--- config.mk ---
export PLATFORM = sky130hd
export DESIGN_NAME = ibp_match_unit
export DESIGN_NICKNAME = d
export VERILOG_FILES = /design/src/rtl/ibp_pkg.sv /design/src/rtl/ibp_regs.sv /design/src/rtl/ibp_compare.sv /design/src/rtl/ibp_counter.sv /design/src/rtl/ibp_match_unit.sv
export SDC_FILE = /design/constraint.sdc
export NUM_CORES = 1
export LEC_CHECK = 0
export CAP_MARGIN = 20
export CORE_ASPECT_RATIO = 1.25
export CORE_MARGIN = 3
export CORE_UTILIZATION = 56
export CTS_BUF_LIST = sky130_fd_sc_hd__clkbuf_4 sky130_fd_sc_hd__clkbuf_8
export CTS_CLUSTER_DIAMETER = 60
export DETAILED_ROUTE_END_ITERATION = 12
export PLACE_DENSITY = 0.95
export SLEW_MARGIN = 30
export SYNTH_ARGS = -nofsm -noshare
export SYNTH_HDL_FRONTEND = slang
export SYNTH_HIERARCHICAL = 1
export SYNTH_SLANG_ARGS = --single-unit
--- constraint.sdc ---
create_clock -name clk -period 4.7 [get_ports clk]
set_clock_uncertainty 0.2 [all_clocks]
set_input_delay 0.47 -clock clk [delete_from_list [all_inputs] [get_ports clk]]
set_output_delay 0.47 -clock clk [all_outputs]
set_load 0.05 [all_outputs]
--- src/rtl/ibp_pkg.sv ---
package ibp_pkg;

  // Register byte offsets
  localparam int unsigned OFF_CTRL  = 0;
  localparam int unsigned OFF_CNT   = 4;
  localparam int unsigned OFF_CADDR = 8;
  localparam int unsigned OFF_CCTX  = 12;
  localparam int unsigned OFF_CVMID = 16;
  localparam int unsigned OFF_CPST  = 20;

  // Control word bit positions
  localparam int unsigned B_EN    = 0;
  localparam int unsigned B_HALT  = 1;
  localparam int unsigned B_EVT   = 2;
  localparam int unsigned B_FLAG  = 3;
  localparam int unsigned B_SADDR = 5;
  localparam int unsigned B_SCTX  = 7;
  localparam int unsigned B_SVMID = 8;
  localparam int unsigned B_SPST  = 9;
  localparam int unsigned B_CSUP  = 11;

  typedef struct packed {
    logic sel_pst;
    logic sel_vmid;
    logic sel_ctx;
    logic sel_addr;
    logic flag;
    logic evt_en;
    logic halt_en;
    logic en;
  } ibp_ctrl_t;

endpackage

--- src/rtl/ibp_regs.sv ---
module ibp_regs
  import ibp_pkg::*;
#(
  parameter int unsigned ADDR_W = 32,
  parameter int unsigned CTX_W  = 8,
  parameter int unsigned VMID_W = 8,
  parameter int unsigned PST_W  = 2,
  parameter int unsigned CNT_W  = 20,
  parameter int unsigned BUS_AW = 5,
  parameter int unsigned DATA_W = 32
) (
  input  logic              clk,
  input  logic              rst_n,
  input  logic              bus_sel,
  input  logic              bus_wr,
  input  logic [BUS_AW-1:0] bus_addr,
  input  logic [DATA_W-1:0] bus_wdata,
  output logic [DATA_W-1:0] bus_rdata,
  input  logic              trig_i,
  input  logic [CNT_W-1:0]  cnt_i,
  output ibp_ctrl_t         ctrl_o,
  output logic [ADDR_W-1:0] cmp_addr_o,
  output logic [CTX_W-1:0]  cmp_ctx_o,
  output logic [VMID_W-1:0] cmp_vmid_o,
  output logic [PST_W-1:0]  cmp_pst_o,
  output logic              cnt_we_o,
  output logic [CNT_W-1:0]  cnt_wdata_o
);

  localparam logic [BUS_AW-1:0] A_CTRL  = BUS_AW'(OFF_CTRL);
  localparam logic [BUS_AW-1:0] A_CNT   = BUS_AW'(OFF_CNT);
  localparam logic [BUS_AW-1:0] A_CADDR = BUS_AW'(OFF_CADDR);
  localparam logic [BUS_AW-1:0] A_CCTX  = BUS_AW'(OFF_CCTX);
  localparam logic [BUS_AW-1:0] A_CVMID = BUS_AW'(OFF_CVMID);
  localparam logic [BUS_AW-1:0] A_CPST  = BUS_AW'(OFF_CPST);

  logic wr_any, rd_any;
  logic ctrl_we, caddr_we, cctx_we, cvmid_we, cpst_we;
  logic ctrl_ld;

  ibp_ctrl_t         ctrl_q, ctrl_d;
  logic [ADDR_W-1:0] caddr_q;
  logic [CTX_W-1:0]  cctx_q;
  logic [VMID_W-1:0] cvmid_q;
  logic [PST_W-1:0]  cpst_q;
  logic [DATA_W-1:0] ctrl_word;

  assign wr_any   = bus_sel & bus_wr;
  assign rd_any   = bus_sel & ~bus_wr;
  assign ctrl_we  = wr_any & (bus_addr == A_CTRL);
  assign cnt_we_o = wr_any & (bus_addr == A_CNT);
  assign caddr_we = wr_any & (bus_addr == A_CADDR);
  assign cctx_we  = wr_any & (bus_addr == A_CCTX);
  assign cvmid_we = wr_any & (bus_addr == A_CVMID);
  assign cpst_we  = wr_any & (bus_addr == A_CPST);
  assign ctrl_ld  = ctrl_we | trig_i;

  assign cnt_wdata_o = bus_wdata[CNT_W-1:0];

  // Control next state: hardware set of the flag wins over a write
  always_comb begin
    ctrl_d = ctrl_q;
    if (ctrl_we) begin
      ctrl_d.en       = bus_wdata[B_EN];
      ctrl_d.halt_en  = bus_wdata[B_HALT];
      ctrl_d.evt_en   = bus_wdata[B_EVT];
      ctrl_d.flag     = bus_wdata[B_FLAG];
      ctrl_d.sel_addr = bus_wdata[B_SADDR];
      ctrl_d.sel_ctx  = bus_wdata[B_SCTX];
      ctrl_d.sel_vmid = bus_wdata[B_SVMID];
      ctrl_d.sel_pst  = bus_wdata[B_SPST];
    end
    if (trig_i) begin
      ctrl_d.flag = 1'b1;
    end
  end

  always_ff @(posedge clk or negedge rst_n) begin
    if (!rst_n) begin
      ctrl_q  <= '0;
      caddr_q <= '0;
      cctx_q  <= '0;
      cvmid_q <= '0;
      cpst_q  <= '0;
    end else begin
      if (ctrl_ld)  ctrl_q  <= ctrl_d;
      if (caddr_we) caddr_q <= bus_wdata[ADDR_W-1:0];
      if (cctx_we)  cctx_q  <= bus_wdata[CTX_W-1:0];
      if (cvmid_we) cvmid_q <= bus_wdata[VMID_W-1:0];
      if (cpst_we)  cpst_q  <= bus_wdata[PST_W-1:0];
    end
  end

  always_comb begin
    ctrl_word          = '0;
    ctrl_word[B_EN]    = ctrl_q.en;
    ctrl_word[B_HALT]  = ctrl_q.halt_en;
    ctrl_word[B_EVT]   = ctrl_q.evt_en;
    ctrl_word[B_FLAG]  = ctrl_q.flag;
    ctrl_word[B_SADDR] = ctrl_q.sel_addr;
    ctrl_word[B_SCTX]  = ctrl_q.sel_ctx;
    ctrl_word[B_SVMID] = ctrl_q.sel_vmid;
    ctrl_word[B_SPST]  = ctrl_q.sel_pst;
    ctrl_word[B_CSUP]  = 1'b1;
  end

  always_comb begin
    bus_rdata = '0;
    if (rd_any) begin
      case (bus_addr)
        A_CTRL:  bus_rdata = ctrl_word;
        A_CNT:   bus_rdata = DATA_W'(cnt_i);
        A_CADDR: bus_rdata = DATA_W'(caddr_q);
        A_CCTX:  bus_rdata = DATA_W'(cctx_q);
        A_CVMID: bus_rdata = DATA_W'(cvmid_q);
        A_CPST:  bus_rdata = DATA_W'(cpst_q);
        default: bus_rdata = '0;
      endcase
    end
  end

  assign ctrl_o     = ctrl_q;
  assign cmp_addr_o = caddr_q;
  assign cmp_ctx_o  = cctx_q;
  assign cmp_vmid_o = cvmid_q;
  assign cmp_pst_o  = cpst_q;

  // the flag is set by a fire and held until a control write
  p_flag_set_r6: assert property (@(posedge clk) disable iff (!rst_n)
    trig_i |=> ctrl_q.flag);
  p_flag_sticky_r6: assert property (@(posedge clk) disable iff (!rst_n)
    (ctrl_q.flag && !ctrl_we) |=> ctrl_q.flag);

endmodule

--- src/rtl/ibp_compare.sv ---
module ibp_compare
  import ibp_pkg::*;
#(
  parameter int unsigned ADDR_W = 32,
  parameter int unsigned CTX_W  = 8,
  parameter int unsigned VMID_W = 8,
  parameter int unsigned PST_W  = 2
) (
  input  logic              valid_i,
  input  logic [ADDR_W-1:0] addr_i,
  input  logic [CTX_W-1:0]  ctx_i,
  input  logic [VMID_W-1:0] vmid_i,
  input  logic [PST_W-1:0]  pst_i,
  input  ibp_ctrl_t         ctrl_i,
  input  logic [ADDR_W-1:0] cmp_addr_i,
  input  logic [CTX_W-1:0]  cmp_ctx_i,
  input  logic [VMID_W-1:0] cmp_vmid_i,
  input  logic [PST_W-1:0]  cmp_pst_i,
  output logic              qualify_o
);

  localparam int unsigned N_CRIT = 4;

  logic [N_CRIT-1:0] eq;
  logic [N_CRIT-1:0] sel;
  logic              all_hit;

  assign eq[0] = (addr_i == cmp_addr_i);
  assign eq[1] = (ctx_i  == cmp_ctx_i);
  assign eq[2] = (vmid_i == cmp_vmid_i);
  assign eq[3] = (pst_i  == cmp_pst_i);

  assign sel = {ctrl_i.sel_pst, ctrl_i.sel_vmid, ctrl_i.sel_ctx, ctrl_i.sel_addr};

  // An unselected criterion is a don't-care
  assign all_hit   = &(eq | ~sel);
  assign qualify_o = valid_i & ctrl_i.en & (|sel) & all_hit;

endmodule

--- src/rtl/ibp_counter.sv ---
module ibp_counter #(
  parameter int unsigned CNT_W = 20
) (
  input  logic             clk,
  input  logic             rst_n,
  input  logic             qualify_i,
  input  logic             we_i,
  input  logic [CNT_W-1:0] wdata_i,
  output logic [CNT_W-1:0] cnt_o,
  output logic             trig_o
);

  logic [CNT_W-1:0] cnt_q, cnt_d;
  logic             at_zero;
  logic             dec;
  logic             cnt_ld;

  assign at_zero = (cnt_q == '0);
  assign dec     = qualify_i & ~at_zero;
  assign cnt_ld  = we_i | dec;
  assign trig_o  = qualify_i & at_zero;

  // A software write takes priority over a decrement in the same cycle
  always_comb begin
    cnt_d = cnt_q;
    if (we_i)     cnt_d = wdata_i;
    else if (dec) cnt_d = cnt_q - 1'b1;
  end

  always_ff @(posedge clk or negedge rst_n) begin
    if (!rst_n)      cnt_q <= '0;
    else if (cnt_ld) cnt_q <= cnt_d;
  end

  assign cnt_o = cnt_q;

  // each match above zero removes exactly one occurrence
  p_cnt_dec_r4: assert property (@(posedge clk) disable iff (!rst_n)
    (qualify_i && cnt_q != '0 && !we_i) |=> (cnt_q == $past(cnt_q) - 1'b1));
  // a fire leaves the count at zero
  p_cnt_floor_r4: assert property (@(posedge clk) disable iff (!rst_n)
    (trig_o && !we_i) |=> (cnt_q == '0));
  // nothing but a write or a qualifying match moves the count
  p_cnt_idle_r2: assert property (@(posedge clk) disable iff (!rst_n)
    (!qualify_i && !we_i) |=> $stable(cnt_q));

endmodule

--- src/rtl/ibp_match_unit.sv ---
module ibp_match_unit
  import ibp_pkg::*;
#(
  parameter int unsigned ADDR_W = 32,
  parameter int unsigned CTX_W  = 8,
  parameter int unsigned VMID_W = 8,
  parameter int unsigned PST_W  = 2,
  parameter int unsigned CNT_W  = 20,
  parameter int unsigned BUS_AW = 5,
  parameter int unsigned DATA_W = 32
) (
  input  logic              clk,
  input  logic              rst_n,
  input  logic              bus_sel,
  input  logic              bus_wr,
  input  logic [BUS_AW-1:0] bus_addr,
  input  logic [DATA_W-1:0] bus_wdata,
  output logic [DATA_W-1:0] bus_rdata,
  input  logic              iv_valid,
  input  logic [ADDR_W-1:0] iv_addr,
  input  logic [CTX_W-1:0]  iv_ctx,
  input  logic [VMID_W-1:0] iv_vmid,
  input  logic [PST_W-1:0]  iv_pst,
  output logic              halt_req,
  output logic              evt_pulse
);

  ibp_ctrl_t         ctrl;
  logic [ADDR_W-1:0] cmp_addr;
  logic [CTX_W-1:0]  cmp_ctx;
  logic [VMID_W-1:0] cmp_vmid;
  logic [PST_W-1:0]  cmp_pst;
  logic              cnt_we;
  logic [CNT_W-1:0]  cnt_wdata;
  logic [CNT_W-1:0]  cnt;
  logic              qualify;
  logic              trig;
  logic              evt_q, evt_d;

  ibp_regs #(
    .ADDR_W(ADDR_W), .CTX_W(CTX_W), .VMID_W(VMID_W), .PST_W(PST_W),
    .CNT_W(CNT_W), .BUS_AW(BUS_AW), .DATA_W(DATA_W)
  ) u_regs (
    .clk(clk), .rst_n(rst_n),
    .bus_sel(bus_sel), .bus_wr(bus_wr), .bus_addr(bus_addr),
    .bus_wdata(bus_wdata), .bus_rdata(bus_rdata),
    .trig_i(trig), .cnt_i(cnt), .ctrl_o(ctrl),
    .cmp_addr_o(cmp_addr), .cmp_ctx_o(cmp_ctx),
    .cmp_vmid_o(cmp_vmid), .cmp_pst_o(cmp_pst),
    .cnt_we_o(cnt_we), .cnt_wdata_o(cnt_wdata)
  );

  ibp_compare #(
    .ADDR_W(ADDR_W), .CTX_W(CTX_W), .VMID_W(VMID_W), .PST_W(PST_W)
  ) u_cmp (
    .valid_i(iv_valid), .addr_i(iv_addr), .ctx_i(iv_ctx),
    .vmid_i(iv_vmid), .pst_i(iv_pst), .ctrl_i(ctrl),
    .cmp_addr_i(cmp_addr), .cmp_ctx_i(cmp_ctx),
    .cmp_vmid_i(cmp_vmid), .cmp_pst_i(cmp_pst),
    .qualify_o(qualify)
  );

  ibp_counter #(.CNT_W(CNT_W)) u_cnt (
    .clk(clk), .rst_n(rst_n),
    .qualify_i(qualify), .we_i(cnt_we), .wdata_i(cnt_wdata),
    .cnt_o(cnt), .trig_o(trig)
  );

  assign evt_d = trig & ctrl.evt_en;

  always_ff @(posedge clk or negedge rst_n) begin
    if (!rst_n) evt_q <= 1'b0;
    else        evt_q <= evt_d;
  end

  assign evt_pulse = evt_q;
  assign halt_req  = ctrl.flag & ctrl.halt_en & ctrl.en;

  // no fire while disabled
  p_dis_no_trig_r2: assert property (@(posedge clk) disable iff (!rst_n)
    !ctrl.en |-> !trig);
  // with no criterion selected nothing fires
  p_nocrit_r3: assert property (@(posedge clk) disable iff (!rst_n)
    !(ctrl.sel_addr | ctrl.sel_ctx | ctrl.sel_vmid | ctrl.sel_pst) |-> !trig);
  // an event pulse always comes with the flag
  p_evt_flag_r8: assert property (@(posedge clk) disable iff (!rst_n)
    evt_pulse |-> ctrl.flag);

endmodule

* After elaboration in Yosys (flattened, before gate mapping) *
Index checks and enable logic that the tools add are counted.

operators by class
  add/sub/neg operators = 1
  equal/unequal tests = 9
  mux-type cells = 6
  bitwise logic cells = 22
  reduce and logical (&&, ||, !) cells = 9

operator list
  cell                                                                   count
  32-bit one-hot mux with 6 select lines                                 1
  20-bit two-way mux                                                     2
  32-bit == test                                                         1
  32-bit two-way mux                                                     1
  20-bit zero test                                                       1
  20-bit by 1-bit subtractor with 20-bit output (second input constant)  1
  1-bit bitwise AND                                                      16
  8-bit == test                                                          2
  5-bit by 4-bit == test with 1-bit output (second input constant)       2
  5-bit == test (second input constant)                                  2
  2-bit AND reduction                                                    3
  5-bit by 3-bit == test with 1-bit output (second input constant)       1
  5-bit zero test                                                        1
  4-bit two-way mux                                                      1
  4-bit inverter                                                         1
  4-bit bitwise OR                                                       1
  4-bit AND reduction                                                    1
  2-bit nonzero test                                                     2
  4-bit OR reduction                                                     1
  2-bit == test                                                          1
  1-bit inverter                                                         2
  1-bit bitwise OR                                                       2
  1-bit two-way mux                                                      1

word-level totals
  bits in registers = 79
  output and inout bits = 34

* Depth between registers and ports, before layout *
  depth after elaboration = 7
  mapped depth = 10
  gate-level depth less buffers = 9

* By module *
Netlist, hierarchy kept.

modules (own cells, without submodules)
  module          times used  cells each  area each (sq um)  seq. area each (sq um)
  ibp_regs        1           259         3,249.4            1,451.4
  ibp_counter     1           153         1,322.5            500.5
  ibp_compare     1           73          569.3              0.0
  ibp_match_unit  1           3           37.5               25.0

* Worst setup path after synthesis *
OpenSTA, ideal clock, no wires.

  path kind = input to register
  from = input iv_addr[4]
  to = register u_cnt.cnt_q[15], in the netlist u_cnt/cnt_o[15]
  library setup time = 0.082 ns
  arrival = 2.949 ns
  setup slack = 1.469 ns
  cell stages on the path = 9
  cell sequence = xnor2_1 -> nand4_1 -> nor4_1 -> nand2_1 -> a21oi_1 -> or3b_2 -> or4_4 -> or4_1 -> a31oi_1

on the way
  longest elaborated chain between the ends = 7
  elaborated cells on any way between the ends = 8

ends and longest elaborated chain
  element                                                                  RTL line              source
  from (decl)                                                              ibp_match_unit.sv:20  input logic [ADDR_W-1:0] iv_addr,
  32-bit == test (*)                                                       ibp_compare.sv:28     assign eq[0] = (addr_i == cmp_addr_i);
  4-bit bitwise OR (*)                                                     ibp_compare.sv:36     assign all_hit = &(eq | ~sel);
  4-bit AND reduction (*)                                                  ibp_compare.sv:36
  1-bit bitwise AND (*)                                                    ibp_compare.sv:37     assign qualify_o = valid_i & ctrl_i.en & (|sel) & all_hit;
  named net qualify                                                        ibp_match_unit.sv:36  logic qualify;
  1-bit bitwise AND (*)                                                    ibp_counter.sv:19     assign dec = qualify_i & ~at_zero;
  2-bit nonzero test (no line) / 1-bit bitwise OR (equally long branches)  n/a
  2-bit AND reduction (no line) (*)                                        n/a
  to (signal assigned)                                                     ibp_counter.sv:32     else if (cnt_ld) cnt_q <= cnt_d;
  to (decl)                                                                ibp_counter.sv:13     logic [CNT_W-1:0] cnt_q, cnt_d;

Mark *: on every way through the listed nets, which the timed path passes. The rest lies on a longest branch.
A chain may end at the register's enable or synchronous reset.

* Worst setup path in the final report *
  from = input bus_addr[3]
  to = output bus_rdata[7]

on the way
  longest elaborated chain between the ends = 3
  elaborated cells on any way between the ends = 8

ends and longest elaborated chain
  element                                     RTL line              source
  from (decl)                                 ibp_match_unit.sv:16  input logic [BUS_AW-1:0] bus_addr,
  5-bit == test (tied with other cells)       ibp_regs.sv:110       case (bus_addr)
  32-bit one-hot mux with 6 select lines (*)  ibp_regs.sv:110
  32-bit two-way mux (*)                      ibp_regs.sv:109       if (rd_any) begin
  to (decl)                                   ibp_match_unit.sv:18  output logic [DATA_W-1:0] bus_rdata,

Mark *: on every way between the ends. The rest lies on a longest branch, timed or not.

==> impl_metrics.yaml <==
run_status:
  run_status: "finished, final reports clean"
sta:
  setup_slack_ps: 905
  worst_pin_slew_ps: 868
  finalCriticalPeriod_ps: 3790
  rsz0062_at_grt: "no"
  fin_crit_sh: 0.807
  slew_violations: 0
  fmax_mhz: 264
  fin_tns_setup_ps: 0
  final_hold_viol_count: 0
  setup_viol: 0
  slew_headroom: 0.420
route:
  num_vias: 4511
  drt-vias-per-instance: 6.29
  drt-initial-drc-count: 285
  avgRoutedWirePerCell_um: 21.8
  drc_errors: 0
  firstDrtPassIters: 5
  antenna_left: 0
  totalWireLength_um: 15700
final_layout:
  fin_util: 0.759
  fillCellCount: 567
  final_cells: 717
  syn2layout_area_growth_pct: 29.7
  drive_gt1_frac: 0.223
  layout_commonest_cell: "clkdlybuf4s50_1"
  mostFrequentLayoutCells: "112 x clkdlybuf4s50_1, 79 x dfrtp_1, 48 x xnor2_1, 45 x mux2_2, 30 x mux2_4"
  nets: 686
  diodes: 0
  finalInstanceArea_um2: 6720
placed_design:
  place.gp.congestion: 0.885
  io_buffer_count: 125
  post-dp-hpwl_um: 11700
  numPlacedInstances: 700
  postPlaceCellArea_um2: 6490
  dp_slack_ps: 735
grt:
  grt_max_degree: 42
  overflow: 0
  antenna_found_initial: 0
  track_usage: 0.304
  grt_pass1_vias: 4659
  grt_pass1_wl_um: 24700
floorplanning:
  die-width_um: 92.0
  core_um2: 8840
  chipHeight_um: 114
  num_rows: 38
  start_util: 0.586
  top_level_ports: 126
  dieArea_um2: 10400
synthesis:
  synth-edff-count: 0
  synth_top_flop_cell: "dfrtp_1"
  yosysWarnings: 6
  synth-seq-area-share: 0.382
  synth_seq_cells: 79
  async_reset_ff_frac: 1.00
  syn_inst: 488
  syn-num-nets: 582
  yosysUniqueCellTypes: 59
  syn_area_um2: 5180
  syn_area_per_cell_um2: 10.6
worst_setup_path:
  critPathBufInv: 2
  cp_num_cells: 5
  path_cells: "clkdlybuf4s50_1 > nor4b_2 > nand3b_1 > a21oi_1 > clkdlybuf4s50_1"
  r2r_slack_ps: 1160
  cp_top_family: "buffers and inverters"
  crit_top_cell: "clkdlybuf4s50_1"
  cp-end-kind: "output port"
  path_max_fanout: 10
  reg2regPathDepth: 10
  crit_arrival_ps: 3120
  max_stage_delay_ps: 840
  crit_slowest_cell: "clkdlybuf4s50_1"
  worstSetupPathType: "input pin to output port"
  cp-start-kind: "input pin"
  cp.required_ps: 4030
clocking:
  cts_tree: "yes"
  htreeDepth: 3
  clk_latency_ps: 360
  cts_setup_buffers: 0
  cts.sinks: 79
  root_buffer: "clkbuf_8"
  cts_max_path_buffers: 2
  cts_buffers: 9
  clk_pin_slew_ps: 80
power_and_ir_drop:
  power.density_nw_per_um2: 300
  ir_drop_mv: 0.168
  leakage_uw: 0.00269
job:
  max_cap_viol_count: 0
min_path:
  hp-class: "flip-flop to flip-flop"
  worstHoldPathCells: 1
==> path summary, 6_finish.rpt <==
kind	startpoint	endpoint
max	bus_addr[3]	bus_rdata[7]
min in group asynchronous	rst_n	evt_pulse
min	u_regs/ctrl_o[2]	u_regs/ctrl_o[2]
max in group asynchronous	rst_n	u_cnt/cnt_o[2]
max reg2reg	u_regs/cmp_addr_o[2]	u_cnt/cnt_o[15]
min reg2reg	u_regs/ctrl_o[2]	u_regs/ctrl_o[2]
==> through the flow <==
step           hold slack (ps)  total power (µW)
2_1_floorplan            -25.6              1240
3_3_place_gp               304              1430
3_5_place_dp               284              1460
4_1_cts                    337              2010
5_1_grt                    356              2100
6_report                   344              2020
==> state kept, by name, summed over array words and instances (netlist names) <==
name / flops
u_regs/cmp_pst_o: 2
u_regs/cmp_addr_o: 32
u_regs/cmp_ctx_o: 8
u_cnt/cnt_o: 20
evt_pulse: 1
u_regs/cmp_vmid_o: 8
u_regs/ctrl_o: 8
==> synth_stat cells (3+ instances only) <==
library cell   n  area [µm²]
or4_4          4        45.0
clkbuf_1      16        60.1
or2_2          4        25.0
or3_1          6        37.5
a32oi_1        4        35.0
a22oi_1        7        52.6
nand2_1       19        71.3
inv_1          5        18.8
a31oi_1       10        62.6
xnor2_1       48         420
nand4_1       16         100
buf_4         20         150
o21ai_0       11        55.1
mux2_4        30         450
nand3_1       26         130
buf_12         3        60.1
o31ai_1        5        37.5
o41ai_1        3        26.3
nand3b_1       6        45.0
nor3_1         9        45.0
nor4_1         5        31.3
and2_1        15        93.8
a21oi_1       23         115
nor2_1        17        63.8
or4_1          7        52.6
mux2_2        45         507
dfrtp_1       79        1980
o311ai_0       3        26.3
==> routing by layer <==
metal	up-vias	global-route usage	part of all wire
met5	-	0	0
met4	0	0.151	0.040
met3	52	0.0369	0.068
met2	283	0.525	0.51
met1	2177	0.377	0.38
li1	1999	-	-
==> final cells by class <==
cell class | instances | area, µm² | share of cell area
tap | 120 | 150 | 0.0224
clock inverter | 3 | 40.0 | 0.00596
inverter | 6 | 22.5 | 0.00335
clock buffer | 13 | 173 | 0.0257
sequential | 79 | 1980 | 0.294
multi-input combinational | 363 | 2910 | 0.433
timing repair buffer | 133 | 1440 | 0.215
==> timing repair <==
item	in CTS	in global routing
endpoints found under the hold margin	38	0
hold buffers	1	0
resized for setup	0	0
==> cells by family after synthesis <==
family                     share of synthesized area
buffers and inverters                         0.0587
DFF                                            0.382
xor gates and xnor gates                      0.0846
AOI/OAI and AO/OA                              0.102
muxes                                          0.187
and+or+nand+nor                                0.181
adders and majority gates                    0.00483
==> power breakdown <==
part | internal, µW | switching, µW | leakage [µW] | total [µW]
clock | 293 | 251 | 0.000113 | 545
sequential | 786 | 146 | 0.00103 | 933
combinational | 301 | 237 | 0.00154 | 538
No activity file was read; power rests on OpenSTA's default activity.
